$ cat src/rtl/lpc_fe_pkg.sv
package lpc_fe_pkg;

    typedef enum logic [2:0] {
        FE_RESET  = 3'd0,
        FE_IDLE   = 3'd1,
        FE_START  = 3'd2,
        FE_ACTIVE = 3'd3,
        FE_SKIP   = 3'd4
    } fe_state_e;

endpackage

$ cat src/rtl/lpc_rst_filter.sv
module lpc_rst_filter #(
    parameter int SYNC_STAGES = 2,
    parameter int HOLD_CLKS   = 4
) (
    input  logic clk,
    input  logic rst_a_n,
    input  logic rst_b_n,
    output logic pins_ok,
    output logic rst_eff
);

    logic                   raw_n;
    logic [SYNC_STAGES-1:0] sync_q;
    logic [HOLD_CLKS-1:0]   hold_q;

    assign raw_n   = rst_a_n & rst_b_n;
    assign pins_ok = raw_n;

    always_ff @(posedge clk) begin
        sync_q <= {sync_q[SYNC_STAGES-2:0], raw_n};
    end

    generate
        if (HOLD_CLKS == 1) begin : g_hold_one
            always_ff @(posedge clk) begin
                hold_q <= sync_q[SYNC_STAGES-1];
            end
        end else begin : g_hold_many
            always_ff @(posedge clk) begin
                hold_q <= {hold_q[HOLD_CLKS-2:0], sync_q[SYNC_STAGES-1]};
            end
        end
    endgenerate

    // Reset counts only once every stage of the hold window saw it low.
    assign rst_eff = ~|hold_q;

endmodule

$ cat src/rtl/lpc_start_cap.sv
module lpc_start_cap #(
    parameter int LAD_W = 4
) (
    input  logic             clk,
    input  logic             frame_n,
    input  logic             ce_n,
    input  logic [LAD_W-1:0] lad_in,
    output logic [LAD_W-1:0] lad_last,
    output logic             ce_prev_n
);

    always_ff @(posedge clk) begin
        ce_prev_n <= ce_n;
        if (!frame_n) begin
            lad_last <= lad_in;
        end
    end

endmodule

$ cat src/rtl/lpc_frame_fsm.sv
module lpc_frame_fsm
    import lpc_fe_pkg::*;
#(
    parameter int              LAD_W      = 4,
    parameter logic [LAD_W-1:0] START_CODE = '0
) (
    input  logic             clk,
    input  logic             rst_eff,
    input  logic             frame_n,
    input  logic             ce_prev_n,
    input  logic [LAD_W-1:0] lad_last,
    input  logic             cyc_done,
    output fe_state_e        state,
    output logic             start_pulse,
    output logic [LAD_W-1:0] start_code,
    output logic             frame_abort
);

    fe_state_e state_nx;

    always_comb begin
        state_nx = state;
        unique case (state)
            FE_RESET: state_nx = FE_IDLE;
            FE_IDLE: begin
                if (!frame_n) state_nx = ce_prev_n ? FE_SKIP : FE_START;
            end
            FE_START: begin
                if (frame_n) state_nx = (lad_last == START_CODE) ? FE_ACTIVE : FE_IDLE;
            end
            FE_ACTIVE: begin
                if (!frame_n)     state_nx = ce_prev_n ? FE_SKIP : FE_START;
                else if (cyc_done) state_nx = FE_IDLE;
            end
            FE_SKIP: begin
                if (frame_n) state_nx = FE_IDLE;
            end
            default: state_nx = FE_RESET;
        endcase
    end

    always_ff @(posedge clk) begin
        if (rst_eff) state <= FE_RESET;
        else         state <= state_nx;
    end

    always_ff @(posedge clk) begin
        if (rst_eff) begin
            start_pulse <= 1'b0;
            start_code  <= '0;
            frame_abort <= 1'b0;
        end else begin
            start_pulse <= (state == FE_START) && (state_nx == FE_ACTIVE);
            if ((state == FE_START) && (state_nx == FE_ACTIVE)) begin
                start_code <= lad_last;
            end
            frame_abort <= (state == FE_ACTIVE) && !frame_n;
        end
    end

endmodule

$ cat src/rtl/lpc_frame_fe.sv
module lpc_frame_fe
    import lpc_fe_pkg::*;
#(
    parameter int LAD_W       = 4,
    parameter int SYNC_STAGES = 2,
    parameter int RST_HOLD    = 4
) (
    input  logic             clk,
    input  logic             rst_a_n,
    input  logic             rst_b_n,
    input  logic             ce_n,
    input  logic             frame_n,
    input  logic [LAD_W-1:0] lad_in,
    input  logic             cyc_done,
    input  logic             drv_req,
    input  logic             op_busy,
    output logic             start_pulse,
    output logic [LAD_W-1:0] start_code,
    output logic             frame_abort,
    output logic             cyc_active,
    output logic             standby,
    output logic             lad_oe,
    output logic             op_abort
);

    localparam logic [LAD_W-1:0] MEM_START = '0;

    logic             pins_ok;
    logic             rst_eff;
    logic [LAD_W-1:0] lad_last;
    logic             ce_prev_n;
    fe_state_e        state;

    lpc_rst_filter #(
        .SYNC_STAGES (SYNC_STAGES),
        .HOLD_CLKS   (RST_HOLD)
    ) u_rst (
        .clk     (clk),
        .rst_a_n (rst_a_n),
        .rst_b_n (rst_b_n),
        .pins_ok (pins_ok),
        .rst_eff (rst_eff)
    );

    lpc_start_cap #(.LAD_W(LAD_W)) u_cap (
        .clk       (clk),
        .frame_n   (frame_n),
        .ce_n      (ce_n),
        .lad_in    (lad_in),
        .lad_last  (lad_last),
        .ce_prev_n (ce_prev_n)
    );

    lpc_frame_fsm #(
        .LAD_W      (LAD_W),
        .START_CODE (MEM_START)
    ) u_fsm (
        .clk         (clk),
        .rst_eff     (rst_eff),
        .frame_n     (frame_n),
        .ce_prev_n   (ce_prev_n),
        .lad_last    (lad_last),
        .cyc_done    (cyc_done),
        .state       (state),
        .start_pulse (start_pulse),
        .start_code  (start_code),
        .frame_abort (frame_abort)
    );

    assign cyc_active = (state == FE_ACTIVE);
    assign standby    = (state == FE_IDLE) && !op_busy && (ce_n || frame_n);
    assign lad_oe     = pins_ok && cyc_active && drv_req;
    assign op_abort   = rst_eff && op_busy;

endmodule

$ cat config.mk
export PLATFORM = sky130hd
export DESIGN_NAME = lpc_frame_fe
export DESIGN_NICKNAME = d
export VERILOG_FILES = /design/src/rtl/lpc_fe_pkg.sv /design/src/rtl/lpc_rst_filter.sv /design/src/rtl/lpc_start_cap.sv /design/src/rtl/lpc_frame_fsm.sv /design/src/rtl/lpc_frame_fe.sv
export SDC_FILE = /design/constraint.sdc
export NUM_CORES = 1
export LEC_CHECK = 0
export BUFFER_PORTS_ARGS = -buffer_cell sky130_fd_sc_hd__buf_2
export CAP_MARGIN = 10
export CORE_ASPECT_RATIO = 1.4
export CORE_MARGIN = 2
export CORE_UTILIZATION = 27
export CTS_CLUSTER_DIAMETER = 60
export DETAILED_ROUTE_END_ITERATION = 8
export GPL_TIMING_DRIVEN = 1
export PLACE_DENSITY = 0.6
export SYNTH_ARGS = -nofsm -noshare
export SYNTH_HDL_FRONTEND = slang
export SYNTH_SLANG_ARGS = --single-unit
$ cat constraint.sdc
create_clock -name clk -period 1.3 [get_ports clk]
set_input_delay 0 -clock clk [delete_from_list [all_inputs] [get_ports clk]]
set_output_delay 0 -clock clk [all_outputs]
set_load 0.005 [all_outputs]
==> flow_summary.toml <==
[outcome]
status = "finished, violations left"
violations = "negative setup slack"

[critical_path]
timing.rr.end = "u_fsm.start_code[2]"
r2r-start = "u_cap.lad_last[2]"
end_kind = "flip-flop"
path_class = "reg -> reg"
crit_fanout = 5
start_kind = "flip-flop"
crit_arrival_ns = 1.58
ff2ff_setup_slack_ns = -0.07
r2r_cells = 4
crit_required_ns = 1.51

[final_layout]
final_cell_mix = "20 x buf_2, 13 x dfxtp_1, 8 x dlygate4sd3_1, 5 x buf_4"
fillers = 226
final_core_util_pct = 44.4
drive_gt1_share_pct = 48.9
multi_input_area_um2 = 218
n_antenna_cell = 0
final_common_cell = "buf_2"
nets = 103
stdcell_count = 112
regArea_um2 = 444
area_delta_synth_final_pct = 54.0

[timing]
slew_viol_final = 0
finalCriticalPeriod_ns = 1.37
hold_viol = 0
setup_viol = 7
fin_ws_ns = -0.0673
finalCritPeriodShare_pct = 105
fin_tns_setup_ns = -0.350
rsz0062_at_grt = "true"
worst_pin_slew_ns = 0.244
relSlewSlack_pct = 83.6
max_freq_mhz = 731
skew_ns = 0.00452

[yosys]
yosysWarnings = 0
avgSynthCellArea_um2 = 12.0
syn_nets = 65
syn_area_um2 = 634
post_synth_num_cell_types = 20
synth-seq-cells = 20
syn-instance-count = 53
ys_seq_area_share_pct = 69.4

[hold_path]
hold_depth = 3
min_from = "cyc_done"
whs_endpoint = "u_fsm.state[1]"
holdCritPathClass = "in -> reg"

[floorplan]
rows = 20
coreArea_mm2 = 0.00220
ios = 22
dieArea_mm2 = 0.00276
fp.dieH_um = 61.4
die_x_um = 45.0
start_util_pct = 28.8

[route]
drc = 0
wire_per_inst_um = 11.9
drt_iter0_markers = 8
firstDrtPassIters = 2
vias = 513
antenna_left = 0
vias_per_cell = 4.58
wirelength_mm = 1.34

[placement]
io_buffers = 21
gp_congestion = 0.776
place_inst = 98
dp_hpwl_um = 835

[power]
p_switching_uw = 275
ir_worst_vdd_uv = 635
p_clk_share_pct = 34.1
p_per_area_mw_per_mm2 = 1290
swShare_pct = 21.8
p_leak_nw = 0.452
combPwrFrac_pct = 11.0
finalPower_mw = 1.26
p_seq_share_pct = 54.9
p_int_uw = 986

[clocking]
cts_sinks = 20
clk_pin_slew_ns = 0.11
cts_max_path_buffers = 2
numCtsBuffers = 3
clk_latency_ns = 0.31
cts_tree = "built"
cts-root-buf = "clkbuf_4"
htree_levels = 1

[global_routing]
track_usage_pct = 10.9
antenna_found_initial = 0
grt_start_max_net_pins = 13
grt_pass1_wl_mm = 2.09
overflow = 0
grt_pass1_vias = 493

[flow_run]
max_cap_violations = 0
-- synth_stat cells --
master | n | area, um2
dfxtp_1 | 16 | 320
and3_2 | 4 | 30.0
edfxtp_1 | 4 | 120
nand2_1 | 4 | 15.0
nor2_1 | 4 | 15.0
inv_1 | 3 | 11.3
and2_1 | 2 | 12.5
nor2b_1 | 2 | 12.5
nor3_1 | 2 | 10.0
nor4_1 | 2 | 12.5
a21oi_1 | 1 | 5.00
a22oi_1 | 1 | 7.51
a31o_1 | 1 | 8.76
buf_2 | 1 | 5.00
nand4_1 | 1 | 6.26
nor4b_1 | 1 | 8.76
o2111a_1 | 1 | 11.3
o21ai_0 | 1 | 5.00
o22ai_1 | 1 | 6.26
or4_4 | 1 | 11.3
-- power by group through the flow --
stage / sequential (mW) / combinational, mW / clock [mW]
floorplan: 0.693 / 0.0560 / 0
global placement: 0.698 / 0.0927 / 0
detailed placement: 0.698 / 0.0947 / 0
CTS: 0.691 / 0.128 / 0.441
global route: 0.697 / 0.153 / 0.461
finish: 0.693 / 0.139 / 0.430
-- layout make-up --
| type | count | share of cell area (%) |
|---|---|---|
| clock buffer | 4 | 4.87 |
| timing repair buffer | 34 | 23.4 |
| multi-input combinational | 29 | 22.3 |
| inverter | 3 | 1.15 |
| tap | 22 | 2.82 |
| sequential | 20 | 45.5 |
-- what timing repair did --
item | CTS | global route
endpoints found under the setup margin | 9 | 8
buffers inserted | 1 | 1
hold endpoints to repair | 9 | 0
hold buffers | 8 | 0
resized for setup | 8 | 4
pin swaps | 3 | 2
-- metrics by stage --
stage / hold WS (ns) / setup WS (ns) / instance area, um2
finish: 0.0905 / -0.0673 / 977
global placement: 0.119 / -0.00379 / 785
global route: 0.0871 / -0.157 / 977
detailed placement: 0.118 / -0.0842 / 785
CTS: 0.0796 / -0.0781 / 953
floorplan: 0.0277 / 0.0499 / 634
-- worst max path at each step --
stage	from	end	slack [ns]	cells past startpoint
3_5_place_dp	u_cap.lad_last[3]	u_fsm.start_code[2]	-0.08	4
5_1_grt	u_cap.lad_last[2]	u_fsm.start_code[3]	-0.16	4
2_1_floorplan	u_rst.hold_q[1]	u_fsm.state[1]	0.05	3
6_report	u_cap.lad_last[2]	u_fsm.start_code[2]	-0.07	4
3_3_place_gp	u_cap.lad_last[0]	u_fsm.start_code[3]	-0.004	4
4_1_cts	u_cap.lad_last[2]	u_fsm.start_code[2]	-0.08	4
-- flip-flops by register name, indices dropped and copies added (netlist names) --
name / flops
u_cap.lad_last: 4
u_fsm.frame_abort: 1
u_rst.hold_q: 4
u_fsm.start_pulse: 1
u_fsm.state: 3
u_cap.ce_prev_n: 1
u_rst.sync_q: 2
u_fsm.start_code: 4
-- metal layers --
metal | share of wire, % | routed length (um) | GRT usage [%] | vias to the layer above
met5 | 0 | 0 | 0 | -
met4 | 2.1 | 28 | 7.56 | 0
met3 | 7.6 | 102 | 3.23 | 3
met2 | 46 | 609 | 17.8 | 21
met1 | 45 | 598 | 11.9 | 228
li1 | - | - | - | 261
-- kinds of logic (layout without fill, tap and decap cells) --
group	after synthesis	after routing	synth area share [%]
and+or+nand+nor	23	23	21.1
DFF	20	20	69.4
AOI/OAI and AO/OA	6	6	6.90
buffers and inverters	4	41	2.56
-- critical path, stage by stage, from the launching register on --
cell and delay, ns:
edfxtp_1 0.40, nor4_2 0.31, buf_4 0.16, nand4_1 0.16, and3_2 0.26
No activity file was read; power rests on OpenSTA's default activity.
